**config.mk**
```make
export PLATFORM = sky130hd
export DESIGN_NAME = wiper_pos_ctrl
export DESIGN_NICKNAME = d
export VERILOG_FILES = /design/src/rtl/wiper_pkg.sv /design/src/rtl/wiper_ctrl.sv /design/src/rtl/wiper_datapath.sv /design/src/rtl/wiper_pos_ctrl.sv
export SDC_FILE = /design/constraint.sdc
export NUM_CORES = 1
export LEC_CHECK = 0
export CAP_MARGIN = 0
export CELL_PAD_IN_SITES_DETAIL_PLACEMENT = 2
export CELL_PAD_IN_SITES_GLOBAL_PLACEMENT = 2
export CORE_MARGIN = 5
export CORE_UTILIZATION = 14
export CTS_CLUSTER_DIAMETER = 200
export CTS_CLUSTER_SIZE = 8
export DETAILED_ROUTE_END_ITERATION = 8
export PLACE_DENSITY = 0.86
export REMOVE_ABC_BUFFERS = 1
export SLEW_MARGIN = 25
export SYNTH_ARGS = -nofsm -noshare
export SYNTH_HDL_FRONTEND = slang
export SYNTH_SLANG_ARGS = --single-unit
```
**constraint.sdc**
```tcl
create_clock -name clk -period 5.3 [get_ports clk]
set_clock_uncertainty 0.05 [all_clocks]
set_input_delay 0.795 -clock clk [delete_from_list [all_inputs] [get_ports clk]]
set_output_delay 0.795 -clock clk [all_outputs]
set_load 0.02 [all_outputs]
```
**src/rtl/wiper_pkg.sv**
```systemverilog
package wiper_pkg;
  typedef struct packed {
    logic stepUp;
    logic stepDown;
  } stepCtl_t;
endpackage

```
**src/rtl/wiper_ctrl.sv**
```systemverilog
module wiper_ctrl
  import wiper_pkg::*;
#(
  parameter int SYNC_STAGES = 2
) (
  input  logic     clk,
  input  logic     rstN,
  input  logic     csN,
  input  logic     cntClk,
  input  logic     upDn,
  output stepCtl_t stepCtl
);
  // bit 2 = select, bit 1 = strobe, bit 0 = direction
  localparam int LINES = 3;
  localparam logic [LINES-1:0] SYNC_RST = 3'b100;

  logic [LINES-1:0] rawIn;
  logic [LINES-1:0] syncQ [SYNC_STAGES];
  logic [LINES-1:0] syncOut;
  logic             prevClk;
  logic             fallSeen;
  logic             selActive;

  assign rawIn = {csN, cntClk, upDn};

  for (genvar s = 0; s < SYNC_STAGES; s++) begin : g_sync
    if (s == 0) begin : g_first
      always_ff @(posedge clk or negedge rstN) begin
        if (!rstN) syncQ[0] <= SYNC_RST;
        else       syncQ[0] <= rawIn;
      end
    end else begin : g_next
      always_ff @(posedge clk or negedge rstN) begin
        if (!rstN) syncQ[s] <= SYNC_RST;
        else       syncQ[s] <= syncQ[s-1];
      end
    end
  end

  assign syncOut = syncQ[SYNC_STAGES-1];

  always_ff @(posedge clk or negedge rstN) begin
    if (!rstN) prevClk <= 1'b0;
    else       prevClk <= syncOut[1];
  end

  assign fallSeen  = prevClk & ~syncOut[1];
  assign selActive = ~syncOut[2];

  always_comb begin
    stepCtl.stepUp   = fallSeen & selActive & syncOut[0];
    stepCtl.stepDown = fallSeen & selActive & ~syncOut[0];
  end
endmodule

```
**src/rtl/wiper_datapath.sv**
```systemverilog
module wiper_datapath
  import wiper_pkg::*;
#(
  parameter int CODE_W = 7
) (
  input  logic              clk,
  input  logic              rstN,
  input  stepCtl_t          stepCtl,
  output logic [CODE_W-1:0] code,
  output logic [(1<<CODE_W)-1:0] tapSel,
  output logic              stepPulse
);
  localparam int TAPS = 1 << CODE_W;
  localparam logic [CODE_W-1:0] CODE_MID = CODE_W'(TAPS / 2);
  localparam logic [CODE_W-1:0] CODE_MAX = CODE_W'(TAPS - 1);
  localparam logic [CODE_W-1:0] CODE_MIN = '0;

  logic canUp;
  logic canDown;

  assign canUp   = stepCtl.stepUp   && (code != CODE_MAX);
  assign canDown = stepCtl.stepDown && (code != CODE_MIN);

  always_ff @(posedge clk or negedge rstN) begin
    if (!rstN) begin
      code      <= CODE_MID;
      stepPulse <= 1'b0;
    end else begin
      stepPulse <= canUp | canDown;
      if (canUp)        code <= code + 1'b1;
      else if (canDown) code <= code - 1'b1;
    end
  end

  for (genvar t = 0; t < TAPS; t++) begin : g_tap
    assign tapSel[t] = (code == CODE_W'(t));
  end
endmodule

```
**src/rtl/wiper_pos_ctrl.sv**
```systemverilog
module wiper_pos_ctrl
  import wiper_pkg::*;
#(
  parameter int CODE_W      = 7,
  parameter int SYNC_STAGES = 2
) (
  input  logic                   clk,
  input  logic                   rstN,
  input  logic                   csN,
  input  logic                   cntClk,
  input  logic                   upDn,
  output logic [CODE_W-1:0]      code,
  output logic [(1<<CODE_W)-1:0] tapSel,
  output logic                   stepPulse
);
  stepCtl_t stepCtl;

  wiper_ctrl #(.SYNC_STAGES(SYNC_STAGES)) u_ctrl (
    .clk(clk), .rstN(rstN), .csN(csN), .cntClk(cntClk), .upDn(upDn),
    .stepCtl(stepCtl)
  );

  wiper_datapath #(.CODE_W(CODE_W)) u_dp (
    .clk(clk), .rstN(rstN), .stepCtl(stepCtl),
    .code(code), .tapSel(tapSel), .stepPulse(stepPulse)
  );
endmodule

```
**Yosys cells after proc, flatten, opt, wreduce, memory -nomap -nowiden**

Cells that the tools add are included.

- Logic and storage cells: 150
- Bits of input ports: 5
- Bits in registers: 15
- Output and inout port bits: 136

- Bitwise logic cells: 8
- Reduce and logical (&&, ||, !) cells: 5
- Multiplexer cells: 2
- Equality and inequality tests: 128
- Add/sub/neg operators: 2

Operators by type and width:

| cell | count |
|---|---|
| $eq A7 B7 Y1 const B | 64 |
| $eq A7 B6 Y1 const B | 32 |
| $eq A7 B5 Y1 const B | 16 |
| $eq A7 B4 Y1 const B | 8 |
| $eq A7 B3 Y1 const B | 4 |
| $eq A7 B2 Y1 const B | 2 |
| $mux W7 | 2 |
| $add A7 B1 Y7 const B | 1 |
| $eq A7 B1 Y1 const B | 1 |
| $logic_not A7 Y1 | 1 |
| $ne A7 B7 Y1 const B | 1 |
| $reduce_bool A7 Y1 | 1 |
| $sub A7 B1 Y7 const B | 1 |
| $and A1 B1 Y1 | 4 |
| $not A1 Y1 | 3 |
| $logic_and A1 B1 Y1 | 2 |
| $reduce_bool A2 Y1 | 1 |
| $or A1 B1 Y1 | 1 |

**Logic depth before layout (Yosys ltp)**

- Depth after elaboration: 7
- Gate-level depth with buffers: 7
- Gate-level depth less buffers: 6

**Hierarchy**

Synthesis repeated with hierarchy kept, for this count alone.

- Cell total of the unflattened synthesis: 237
- Area, all modules: 1485.2 µm²

By module, submodules not included:

| module | cells an instance | area each (µm²) | sequential area each (µm²) | instances |
|---|---|---|---|---|
| wiper_datapath | 228 | 1280.0 | 201.4 | 1 |
| wiper_ctrl | 9 | 205.2 | 177.7 | 1 |

**Worst setup path before layout**

No wires, ideal clock.

- Path kind: flip-flop to output port
- Start: register u_dp.code[0]
- End: output tapSel[16]
- Stages on the path, launching flop included: 6
- Setup slack: 2.714 ns
- Arrival: 1.741 ns
- Required time: 4.455 ns
- Buffers on the path: 1
- Cell sequence: dfrtp_1 -> inv_1 -> ha_1 -> or3b_4 -> buf_2 -> nor2_1

- Word-level cells in the longest chain between the ends: 1

RTL lines:

| item | line | RTL |
|---|---|---|
| from (decl) | wiper_datapath.sv:9 | `output logic [CODE_W-1:0] code,` |
| from (signal assigned) | wiper_datapath.sv:30 | `if (canUp) code <= code + 1'b1;` |
| from (signal assigned) | wiper_datapath.sv:31 | `else if (canDown) code <= code - 1'b1;` |
| $eq A7 B5 Y1 | wiper_datapath.sv:36 | `assign tapSel[t] = (code == CODE_W'(t));` |
| to (decl) | wiper_pos_ctrl.sv:13 | `output logic [(1<<CODE_W)-1:0] tapSel,` |

Every way passes these cells.

**Final worst setup path**

- Start: register u_dp.code[0]
- End: output tapSel[80]

- Word-level cells in the longest chain between the ends: 1

RTL lines:

| item | line |
|---|---|
| $eq A7 B7 Y1 | wiper_datapath.sv:36 |

Every way passes these cells.

==> flow_summary.json <==
{
  "syn_area_um2": 1400,
  "fin_tns_setup_ns": 0,
  "drive_above_1_share_pct": 4.82,
  "r2r-end": "u_dp.code[3]$_DFFE_PN0P_",
  "min_path_type": "reg -> reg",
  "power_leakage_uw": 0.000973,
  "insertion_delay_ns": 0.25,
  "mostFrequentLayoutCells": "clkdlybuf4s50_1 (140), nor2_1 (131), dfrtp_1 (12), nand2_1 (11), nand3_1 (6)",
  "grt_start_max_net_pins": 22,
  "start_util_pct": 14.3,
  "ioPinCount": 141,
  "peakVddDrop_uv": 117,
  "cts_tree": "built",
  "avgSynthCellArea_um2": 6.17,
  "cts_buffer_depth": 2,
  "avgRoutedWirePerCell_um": 18.3,
  "r2r-start": "u_dp.code[4]$_DFFE_PN0P_",
  "grt_usage_pct": 14.3,
  "maxSlewViolCount": 0,
  "drt_pass1_iterations": 4,
  "grt_pass1_vias": 2221,
  "period_share_pct": 63.5,
  "grt_pass1_wl_um": 13300,
  "cts_made_buffers": 3,
  "cp_cell_sequence": "inv_1 -> ha_1 -> or3b_4 -> nor2_1 -> clkdlybuf4s50_1",
  "rows": 36,
  "ys_seq_elements": 15,
  "crit_path_max_incr_delay_ns": 0.65,
  "die_h_um": 110,
  "antenna_found_initial": 0,
  "overflow": 0,
  "totalWireLength_um": 8920,
  "rr_worst_depth": 4,
  "fillers": 1151,
  "setup_viol": 0,
  "synth-seq-area-share_pct": 27.1,
  "status": "complete, no violations",
  "synthCells": 227,
  "die_w_um": 110,
  "area_growth_pct": 109,
  "diodes": 0,
  "critical_path.startpoint_type": "register",
  "postCtsHoldBufs": 0,
  "postCtsSetupBuffers": 0,
  "yosysWarnings": 0,
  "port_buffers": 140,
  "final_common_cell": "clkdlybuf4s50_1",
  "path_class": "reg -> out",
  "synth_cell_types": 32,
  "min_from": "u_ctrl.syncQ[5]$_DFF_PN1_",
  "cp-end-kind": "primary output",
  "htreeDepth": 1,
  "drc": 0,
  "num_vias": 2026,
  "p_per_area_nw_per_um2": 273,
  "worstMarginPinSlew_ns": 0.870,
  "antenna_left": 0,
  "maxSlewHeadroom_pct": 41.8,
  "arrival_ns": 2.52,
  "hpwlAfterDp_um": 6770,
  "fin_total_pwr_uw": 800,
  "max_freq_mhz": 297,
  "clkSlewWorstSetupHoldPaths_ns": 0.07,
  "cts.sink_count": 15,
  "core_area_um2": 9770,
  "hold_depth": 0,
  "dieArea_um2": 12100,
  "routed_via_density": 4.17,
  "holdPathEnd": "u_ctrl.syncOut[2]$_DFF_PN1_",
  "period_minus_slack_ns": 3.36,
  "cp_data_required_time_ns": 4.45,
  "post_cts_resized": 0,
  "timing.max_cap.violations": 0,
  "reg2reg_slack_ns": 2.95,
  "globalplace.congestion": 0.746,
  "rsz0062_at_grt": "false",
  "nNetsFinal": 363,
  "hold_viol_final": 0,
  "drt-initial-drc-count": 85,
  "path_max_fanout": 13,
  "ctsRootBufferMaster": "clkbuf_8",
  "slowest_stage": "clkdlybuf4s50_1"
}
[Yosys cell counts]
| master | number | area [um^2] |
|---|---|---|
| a211oi_1 | 1 | 7.51 |
| o21ai_1 | 3 | 15.0 |
| o2111ai_1 | 1 | 8.76 |
| dfstp_2 | 3 | 78.8 |
| ha_1 | 4 | 50.1 |
| nor2_1 | 131 | 492 |
| nor3b_1 | 1 | 7.51 |
| nor2b_1 | 2 | 12.5 |
| and3_1 | 3 | 18.8 |
| o2bb2ai_1 | 1 | 8.76 |
| buf_2 | 5 | 25.0 |
| o211ai_2 | 2 | 25.0 |
| or2_2 | 1 | 6.26 |
| o211ai_1 | 1 | 7.51 |
| or3b_4 | 1 | 11.3 |
| nand3b_1 | 5 | 37.5 |
| nand2_1 | 11 | 41.3 |
| a31oi_1 | 2 | 12.5 |
| a41oi_1 | 1 | 8.76 |
| dfrtp_1 | 12 | 300 |
| clkbuf_1 | 11 | 41.3 |
| nand2_2 | 1 | 6.26 |
| o211a_1 | 1 | 10.0 |
| buf_6 | 2 | 22.5 |
| xor2_1 | 3 | 26.3 |
| nor4_1 | 1 | 6.26 |
| xnor2_1 | 2 | 17.5 |
| inv_1 | 4 | 15.0 |
| or3b_2 | 3 | 26.3 |
| nor3b_2 | 1 | 12.5 |
| nand3_1 | 6 | 30.0 |
| or3_4 | 1 | 11.3 |
[worst max-delay path by stage]
stage / slack (ns) / to / from
finish: 1.94 / tapSel[80] / u_dp.code[0]$_DFFE_PN0P_
floorplan: 2.81 / tapSel[17] / u_dp.code[1]$_DFFE_PN0P_
CTS: 1.90 / tapSel[96] / u_dp.code[0]$_DFFE_PN0P_
global placement: 2.23 / tapSel[96] / u_dp.code[0]$_DFFE_PN0P_
detailed placement: 2.19 / tapSel[96] / u_dp.code[0]$_DFFE_PN0P_
global route: 1.72 / tapSel[127] / u_dp.code[4]$_DFFE_PN0P_
[registers in the layout, summed over array words and instances (netlist names)]
signal,flops
u_ctrl.syncQ,3
u_ctrl.syncOut,3
u_ctrl.prevClk,1
u_dp.stepPulse,1
u_dp.code,7
[cell type report]
class                           count  area [um^2]  share of cell area (%)
Multi-Input combinational cell    190          917                    31.4
Timing Repair Buffer              140         1400                    47.9
Inverter                            4         15.0                   0.513
Tap cell                          133          166                    5.69
Clock buffer                        3         41.3                    1.41
Clock inverter                      1         5.00                   0.171
Sequential cell                    15          379                    13.0
[critical path: cells and delay by family, from the launching register on]
| kind | cells | cell delay [ns] |
|---|---|---|
| adders and majority gates | 1 | 0.32 |
| DFF | 1 | 0.47 |
| and+or+nand+nor | 2 | 0.67 |
| buffers and inverters | 2 | 0.81 |
[logic make-up (layout without fill, tap and decap cells)]
kind of cell | after synthesis | after routing | share of synthesized area, %
compound gates | 13 | 13 | 7.42
buf+inv | 22 | 148 | 7.42
xor+xnor | 5 | 5 | 3.13
flops | 15 | 15 | 27.1
simple gates | 168 | 168 | 51.4
fa+ha+maj | 4 | 4 | 3.57
[power by group]
group / switching, uW / leakage, uW / internal (uW) / total, uW
logic: 319 / 0.000771 / 175 / 494
registers: 74.3 / 0.000176 / 137 / 211
clock network: 42.4 / 0.0000255 / 52.0 / 94.4
[through the flow]
stage / setup WS (ns) / instances / utilization (%) / area, um^2 / hold slack, ns
after floorplan: 2.81 / 209 / - / 1310 / 0.281
after global placement: 2.23 / 482 / 29.5 / 2880 / 0.281
after detailed placement: 2.19 / 482 / 29.5 / 2880 / 0.299
after CTS: 1.90 / 486 / 29.9 / 2930 / 0.309
after global routing: 1.72 / 486 / 29.9 / 2930 / 0.311
final: 1.94 / 486 / 29.9 / 2930 / 0.307
[metal layers]
layer	global-route usage (%)	routed length (um)	up-vias
li1	-	-	966
met1	16.6	3640	966
met2	27.5	4480	92
met3	3.20	783	2
met4	0.801	10	0
met5	0	0	-
(Power assumes the default switching activity.)
